===== src/rtl/ssc_pkg.sv =====
package ssc_pkg;
  parameter int unsigned FRAME_W = 8;
  parameter int unsigned SYNC_STAGES = 2;
endpackage


===== src/rtl/ssc_sync.sv =====
module ssc_sync #(
  parameter int unsigned W = 1,
  parameter int unsigned STAGES = ssc_pkg::SYNC_STAGES,
  parameter logic [W-1:0] RST_VAL = '0
) (
  input  logic         clk_i,
  input  logic         rst_ni,
  input  logic [W-1:0] d_i,
  output logic [W-1:0] q_o
);
  logic [W-1:0] stg_q [STAGES];

  always_ff @(posedge clk_i or negedge rst_ni) begin
    if (!rst_ni) stg_q[0] <= RST_VAL;
    else         stg_q[0] <= d_i;
  end

  for (genvar g = 1; g < STAGES; g++) begin : g_stage
    always_ff @(posedge clk_i or negedge rst_ni) begin
      if (!rst_ni) stg_q[g] <= RST_VAL;
      else         stg_q[g] <= stg_q[g-1];
    end
  end

  assign q_o = stg_q[STAGES-1];
endmodule


===== src/rtl/ssc_edge.sv =====
module ssc_edge (
  input  logic clk_i,
  input  logic rst_ni,
  input  logic sclk_i,
  input  logic cpol_i,
  output logic lead_o,
  output logic trail_o
);
  logic sclk_q;
  logic rise, fall;

  always_ff @(posedge clk_i or negedge rst_ni) begin
    if (!rst_ni) sclk_q <= 1'b0;
    else         sclk_q <= sclk_i;
  end

  assign rise = sclk_i & ~sclk_q;
  assign fall = ~sclk_i & sclk_q;
  // leading edge leaves the idle level
  assign lead_o  = cpol_i ? fall : rise;
  assign trail_o = cpol_i ? rise : fall;

  assert_one_edge_R5: assert property (@(posedge clk_i) disable iff (!rst_ni)
    $onehot0({lead_o, trail_o}));
endmodule


===== src/rtl/ssc_shifter.sv =====
module ssc_shifter #(
  parameter int unsigned W = ssc_pkg::FRAME_W,
  localparam int unsigned CNT_W = $clog2(W)
) (
  input  logic         clk_i,
  input  logic         rst_ni,
  input  logic         sel_act_i,
  input  logic         sample_i,
  input  logic         shift_i,
  input  logic         cpha_i,
  input  logic         lsb_first_i,
  input  logic         sdi_i,
  input  logic         load_i,
  input  logic [W-1:0] tx_data_i,
  input  logic         clr_i,
  output logic         sdo_bit_o,
  output logic [W-1:0] rx_data_o,
  output logic         done_o
);
  localparam logic [CNT_W-1:0] LAST = CNT_W'(W - 1);

  logic [W-1:0]     sr_q, rx_q;
  logic [CNT_W-1:0] cnt_q;
  logic             smp_q, pend_q, tx_q, done_q;
  logic             complete;

  function automatic logic [W-1:0] push(input logic [W-1:0] v, input logic b, input logic lsb);
    return lsb ? {b, v[W-1:1]} : {v[W-2:0], b};
  endfunction

  function automatic logic head(input logic [W-1:0] v, input logic lsb);
    return lsb ? v[0] : v[W-1];
  endfunction

  assign complete = sel_act_i & sample_i & (cnt_q == LAST);

  always_ff @(posedge clk_i or negedge rst_ni) begin
    if (!rst_ni) begin
      sr_q   <= '0;
      rx_q   <= '0;
      cnt_q  <= '0;
      smp_q  <= 1'b0;
      pend_q <= 1'b0;
      tx_q   <= 1'b0;
    end else if (!sel_act_i) begin
      cnt_q  <= '0;
      pend_q <= 1'b0;
      if (load_i) sr_q <= tx_data_i;
    end else if (sample_i) begin
      if (cnt_q == LAST) begin
        sr_q   <= push(sr_q, sdi_i, lsb_first_i);
        rx_q   <= push(sr_q, sdi_i, lsb_first_i);
        cnt_q  <= '0;
        pend_q <= 1'b0;
      end else begin
        smp_q  <= sdi_i;
        pend_q <= 1'b1;
        cnt_q  <= cnt_q + 1'b1;
      end
    end else if (shift_i) begin
      // sampled bit enters the register on the shift edge
      if (pend_q) begin
        sr_q   <= push(sr_q, smp_q, lsb_first_i);
        pend_q <= 1'b0;
      end
      if (cpha_i)
        tx_q <= head(pend_q ? push(sr_q, smp_q, lsb_first_i) : sr_q, lsb_first_i);
    end
  end

  always_ff @(posedge clk_i or negedge rst_ni) begin
    if (!rst_ni)       done_q <= 1'b0;
    else if (complete) done_q <= 1'b1;
    else if (clr_i)    done_q <= 1'b0;
  end

  assign sdo_bit_o = cpha_i ? tx_q : head(sr_q, lsb_first_i);
  assign rx_data_o = rx_q;
  assign done_o    = done_q;

  assert_rx_only_on_done_R1: assert property (@(posedge clk_i) disable iff (!rst_ni)
    !$stable(rx_q) |-> done_q);
  assert_idle_keeps_sr_R7: assert property (@(posedge clk_i) disable iff (!rst_ni)
    (!sel_act_i && !load_i) |=> $stable(sr_q));
  assert_abort_clears_cnt_R8: assert property (@(posedge clk_i) disable iff (!rst_ni)
    !sel_act_i |=> (cnt_q == '0) && !pend_q);
  assert_done_falls_on_clr_R9: assert property (@(posedge clk_i) disable iff (!rst_ni)
    $fell(done_q) |-> $past(clr_i));
  assert_no_load_active_R10: assert property (@(posedge clk_i) disable iff (!rst_ni)
    (sel_act_i && !sample_i && !shift_i) |=> $stable(sr_q));
endmodule


===== src/rtl/ssc_slave.sv =====
module ssc_slave #(
  parameter int unsigned W = ssc_pkg::FRAME_W
) (
  input  logic         clk_i,
  input  logic         rst_ni,
  input  logic         cpol_i,
  input  logic         cpha_i,
  input  logic         lsb_first_i,
  input  logic         tx_en_i,
  input  logic         sclk_i,
  input  logic         sel_ni,
  input  logic         sdi_i,
  input  logic         load_i,
  input  logic [W-1:0] tx_data_i,
  input  logic         clr_i,
  output logic         sdo_o,
  output logic         sdo_oe_o,
  output logic [W-1:0] rx_data_o,
  output logic         done_o
);
  logic sclk_s, sel_n_s, sdi_s;
  logic lead, trail, sel_act;

  ssc_sync #(.W(3), .RST_VAL(3'b010)) u_sync (
    .clk_i (clk_i),
    .rst_ni(rst_ni),
    .d_i   ({sclk_i, sel_ni, sdi_i}),
    .q_o   ({sclk_s, sel_n_s, sdi_s})
  );

  ssc_edge u_edge (
    .clk_i  (clk_i),
    .rst_ni (rst_ni),
    .sclk_i (sclk_s),
    .cpol_i (cpol_i),
    .lead_o (lead),
    .trail_o(trail)
  );

  assign sel_act = ~sel_n_s;

  ssc_shifter #(.W(W)) u_shift (
    .clk_i      (clk_i),
    .rst_ni     (rst_ni),
    .sel_act_i  (sel_act),
    .sample_i   (cpha_i ? trail : lead),
    .shift_i    (cpha_i ? lead : trail),
    .cpha_i     (cpha_i),
    .lsb_first_i(lsb_first_i),
    .sdi_i      (sdi_s),
    .load_i     (load_i),
    .tx_data_i  (tx_data_i),
    .clr_i      (clr_i),
    .sdo_bit_o  (sdo_o),
    .rx_data_o  (rx_data_o),
    .done_o     (done_o)
  );

  assign sdo_oe_o = tx_en_i & sel_act;

  assert_oe_needs_select_R6: assert property (@(posedge clk_i) disable iff (!rst_ni)
    sdo_oe_o |-> !sel_n_s && tx_en_i);
endmodule


===== config.mk =====
export PLATFORM = sky130hd
export DESIGN_NAME = ssc_slave
export DESIGN_NICKNAME = d
export VERILOG_FILES = /design/src/rtl/ssc_pkg.sv /design/src/rtl/ssc_sync.sv /design/src/rtl/ssc_edge.sv /design/src/rtl/ssc_shifter.sv /design/src/rtl/ssc_slave.sv
export SDC_FILE = /design/constraint.sdc
export NUM_CORES = 1
export LEC_CHECK = 0
export BUFFER_PORTS_ARGS = -buffer_cell sky130_fd_sc_hd__buf_4
export CAP_MARGIN = 5
export CORE_MARGIN = 2
export CORE_UTILIZATION = 54
export DETAILED_ROUTE_END_ITERATION = 10
export PLACE_DENSITY = 0.84
export SLEW_MARGIN = 20
export SYNTH_ARGS = -nofsm -noshare
export SYNTH_HDL_FRONTEND = slang
export SYNTH_SLANG_ARGS = --single-unit

===== constraint.sdc =====
create_clock -name clk_i -period 1.9 [get_ports clk_i]
set_input_delay 0.38 -clock clk_i [delete_from_list [all_inputs] [get_ports clk_i]]
set_output_delay 0.38 -clock clk_i [all_outputs]
set_load 0.02 [all_outputs]

# Word level (Yosys, flattened, before mapping)
# Index checks and enable logic that the tools add are counted.
# W data, S select, Z words.
op_classes:
  n_addsub: 1
  multipliers: 0
  div_mod_pow: 0
  magnitude_cmp: 0
  eq_ne: 3
  n_shift: 0
  n_mux: 24
  n_bitwise: 10
  n_reduce_logical: 9
ops:
  columns: ["op", "count"]
  rows:
  - ["$mux W8", 8]
  - ["$mux W1", 13]
  - ["$mux W3", 3]
  - ["$reduce_and A3 Y1", 3]
  - ["$reduce_and A4 Y1", 2]
  - ["$reduce_bool A3 Y1", 2]
  - ["$and A1 B1 Y1", 5]
  - ["$not A1 Y1", 5]
  - ["$reduce_bool A2 Y1", 2]
  - ["$add A3 B1 Y3 const B", 1]
  - ["$eq A3 B3 Y1 const B", 1]
  - ["$ne A3 B3 Y1 const B", 1]
  - ["$ne A2 B2 Y1 const B", 1]
totals:
  ff_bits: 30
  latchBits: 0
  mem_bits_rw: 0
  mem_bits_ro: 0
  out_inout_bits: 11
  mem_count: 0

# Depth between registers and ports, before layout
depth:
  word_depth: 7
  mapped_depth: 7

# Modules after synthesis
# A second synthesis with hierarchy kept.
unflattened:
  hier_cells: 135
  hier_area_um2: 1507.7
modules_own_cells:
  columns: ["module", "n_inst", "cells_each", "area_per_inst_um2", "seq_area_each_um2"]
  rows:
  - ["ssc_shifter", 1, 117, 1241.2, 575.6]
  - ["ssc_sync", 1, 9, 175.2, 152.6]
  - ["ssc_edge", 1, 5, 58.8, 25.0]
  - ["ssc_slave", 1, 4, 32.5, 0.0]

# Least setup slack after synthesis
# OpenSTA, ideal clock, no wires.
synth_timing:
  path_kind: "input to register"
  start: "input cpha_i"
  end: "register u_shift.sr_q[1]"
  setup_time_ps: 125
  arrival_time_ps: 1595
  required_ps: 1775
  setup_slack_ps: 180
  cell_stages: 5
  cell_sequence: "xnor2_2 -> mux2i_4 -> nand3_1 -> nand3_4 -> mux2_4"
synth_between:
  elab_chain_cells: 3
  word_cells_on_any_way: 8
  classes_between: "eq/ne (1); mux (4); reduce/logical (3)"
synth_lines:
  columns: ["item", "line", "rtl"]
  rows:
  - ["start: declaration", "ssc_slave.sv:7", "input logic cpha_i,"]
  - ["$mux W1, on equally long branches", "ssc_slave.sv:46, ssc_slave.sv:47", null]
  - ["$ne A3 B3 Y1 (no line) (tied with other cells)", null, null]
  - ["$reduce_and A4 Y1 (no line) or $mux W8 (tied branches)", null, null]
  - ["end signal: assignment", "ssc_shifter.sv:48", "if (load_i) sr_q <= tx_data_i;"]
  - ["end signal: assignment", "ssc_shifter.sv:51", "sr_q <= push(sr_q, sdi_i, lsb_first_i);"]
  - ["end signal: assignment", "ssc_shifter.sv:63", "sr_q <= push(sr_q, smp_q, lsb_first_i);"]
  - ["end: declaration", "ssc_shifter.sv:22", "logic [W-1:0] sr_q, rx_q;"]
# Parallel ways exist; a longest one is shown, timed or not.
# A chain may end at the register's enable or synchronous reset.

# Final worst setup path
layout_timing:
  start: "register u_sync.stg_q, in the netlist u_sync.q_o[1]"
  end: "output sdo_oe_o"
layout_between:
  elab_chain_cells: 2
layout_lines:
  columns: ["item", "line", "rtl"]
  rows:
  - ["start: declaration", "ssc_sync.sv:11", "logic [W-1:0] stg_q [STAGES];"]
  - ["start signal: indexed assignment", "ssc_sync.sv:21", "else stg_q[g] <= stg_q[g-1];"]
  - ["$not A1 Y1 (no line)", null, null]
  - ["$and A1 B1 Y1", "ssc_slave.sv:59", "assign sdo_oe_o = tx_en_i & sel_act;"]
  - ["end: declaration", "ssc_slave.sv:17", "output logic sdo_oe_o,"]
# Every way passes these cells.

==> out/metrics.yaml <==
cp.buffers_inverters: 1
met3_length_um: 127
synth_compound_area_frac: 0.103
dieArea_um2: 3240
dr.max_layer_used: "met4"
cp.arrival_ns: 1.35
grt_pass1_wl_um: 5000
worstSetupPathDepth: 2
start_util: 0.558
required_ns: 1.52
antenna_found_initial: 0
cts_num_sinks: 30
slew-limit-headroom: 0.742
cts_tree: "done"
routedLengthMet1_um: 1250
synthAdderAreaFrac: 0.0166
fin_ws_ns: 0.170
io_buffers: 29
rsz0062_at_grt: "no"
crit_type: "reg2out"
cts_root_buffer: "clkbuf_4"
cts.htree.levels: 2
holdPathStages: 1
viasPerCell: 5.47
finalClockSkew_ns: 0.0155
cp-start-kind: "flop"
vias: 1083
first_global_vias: 1119
maxCapViolCount: 0
synth_top_family_by_area: "multiplexers"
synth_cell_types: 33
worstMarginPinSlew_ns: 0.388
clockBufferDepth: 2
slowest_delay_ns: 0.77
insertion_delay_ns: 0.34
netlist_area_um2: 1510
grt_start_max_net_pins: 31
cts_setup_buffers: 0
syn-num-nets: 153
antennaDiodeCount: 0
cp_slowest_cell: "dfstp_2"
hold_viol: 0
p_per_area_nw_per_um2: 796
drt.antenna.violating_nets: 0
remaining_drc_errors: 0
grt_overflow_total: 0
crit_chain: "nor2b_1 -> buf_4"
yosys_warnings: 0
hold_path_class: "in2reg"
cp_max_fo: 18
clkTransAtPathRegs_ns: 0.08
drive_above_1_share: 0.365
synth_xor_area_frac: 0.0166
gr-usage-all-layers: 0.206
finalSetupTns_ns: 0
gp_congestion: 0.753
hpwl_um: 2170
period_needed_ns: 1.73
routed_wirelength_um: 2930
io-pin-count: 30
min-delay-start: "sdi_i"
reg2reg_to: "u_shift.sr_q[2]"
pre_cts_ws_ns: 0.0195
core_um2: 2710
finalCritPeriodShare: 0.911
leakage_uw: 0.000898
placedCellCount: 189
irDropWorstVdd_v: 0.000647
drt_pass1_iterations: 4
synth_seq_cells: 30
die_h_um: 56.9
final_cells: 198
layout_commonest_cell: "buf_4"
outcome: "finished, final reports clean"
layout_common_cells: "buf_4, dfrtp_1, nor2_1, a21oi_1"
cp_top_family: "flip-flops"
syn_area_per_cell_um2: 11.5
ff2ff_path_depth: 4
ys_seq_area_frac: 0.498
wl_per_cell_um: 14.8
final-max-slew-violation-count: 0
holdPathEnd: "u_sync.stg_q[3]"
max_freq_mhz: 578
ff2ff_setup_slack_ns: 0.23
rows: 19
synthMuxAreaShare: 0.201
finalSetupViolCount: 0
timing.rr.start: "u_sync.q_o[1]"
drtIter0Drc: 14
end_kind: "output port"
cts_buffers: 5
dr_wl_met2_um: 1480
area_delta_synth_final_pct: 20.0
power.total_uw: 1440
nets: 187
syn_inst: 132
fp.dieW_um: 56.9
yosys.area_share.simple: 0.131
==> Yosys cell counts <==
cell type	count	area share
dfstp_2	2	0.035
xnor2_2	1	0.011
nor2_1	13	0.032
nand3_1	2	0.0066
nand3_2	1	0.0066
nand2_1	12	0.030
o21ai_2	1	0.0058
o31ai_2	1	0.0083
dfrtp_1	28	0.46
clkbuf_1	2	0.0050
mux2i_1	12	0.079
nor2b_1	1	0.0041
xnor2_1	1	0.0058
a21oi_1	13	0.043
nand3_4	1	0.012
o21ai_0	7	0.023
a311oi_1	2	0.012
ha_1	2	0.017
buf_2	1	0.0033
or3_1	1	0.0041
inv_1	2	0.0050
nor3_1	3	0.0099
and3_1	1	0.0041
a21oi_2	1	0.0058
nor2_2	2	0.0083
mux2i_4	1	0.015
nand3b_1	1	0.0050
a21o_1	1	0.0050
buf_6	1	0.0074
mux2_2	5	0.037
nand2b_1	2	0.0083
buf_12	1	0.013
mux2_4	7	0.070
==> per-stage QoR <==
| step | utilization | hold slack [ns] | area [um^2] |
|---|---|---|---|
| final | 0.669 | 0.155 | 1810 |
| after global routing | 0.669 | 0.126 | 1810 |
| after CTS | 0.669 | 0.139 | 1810 |
| after detailed placement | 0.646 | 0.330 | 1750 |
| after global placement | 0.646 | 0.324 | 1750 |
| after floorplan | - | 0.0844 | 1510 |
==> layer usage <==
metal,GRT usage,vias up
li1,-,531
met1,0.240,522
met2,0.342,23
met3,0.0760,7
met4,0.0897,0
met5,0,-
==> cell families after synthesis <==
kind of cell	count (synthesis)
simple gates	40
compound gates	26
fa+ha+maj	2
flops	30
buf+inv	7
mux	25
xor+xnor	2
==> flip-flops by register name, summed over array words and instances, names as in the netlist, 3 cells and up <==
register           cells
u_shift.sr_q           8
u_sync.stg_q           3
u_shift.cnt_q          3
u_sync.q_o             3
u_shift.rx_data_o      8
==> timing repair <==
| item | CTS | global route |
|---|---|---|
| gates resized for setup | 0 | 0 |
| endpoints found under the setup margin | 0 | 0 |
| hold buffers | 1 | 0 |
| endpoints found under the hold margin | 28 | 0 |
==> where the power goes <==
part / leakage (uW) / total (uW) / switching [uW] / internal (uW)
sequential: 0.000382 / 776 / 69.5 / 707
combinational: 0.000484 / 309 / 141 / 168
clock: 0.0000320 / 357 / 217 / 140
total: 0.000898 / 1440 / 428 / 1020
==> layout make-up <==
class / instances / area, um^2
Clock inverter: 2 / 10.0
Clock buffer: 6 / 41.3
Tap cell: 31 / 38.8
Fill cell: 196 / 897
Inverter: 2 / 7.51
Sequential cell: 30 / 753
Timing Repair Buffer: 32 / 255
Multi-Input combinational cell: 95 / 707
==> how the worst max path moves through the flow <==
| stage | start | to | slack [ns] |
|---|---|---|---|
| floorplan | cpha_i | u_shift.sr_q[1] | 0.18 |
| global placement | cpha_i | u_shift.sr_q[6] | 0.07 |
| detailed placement | cpha_i | u_shift.sr_q[5] | 0.02 |
| CTS | u_sync.q_o[1] | sdo_oe_o | 0.17 |
| global route | u_sync.q_o[1] | sdo_oe_o | 0.12 |
| finish | u_sync.q_o[1] | sdo_oe_o | 0.17 |
(Power assumes the default switching activity.)
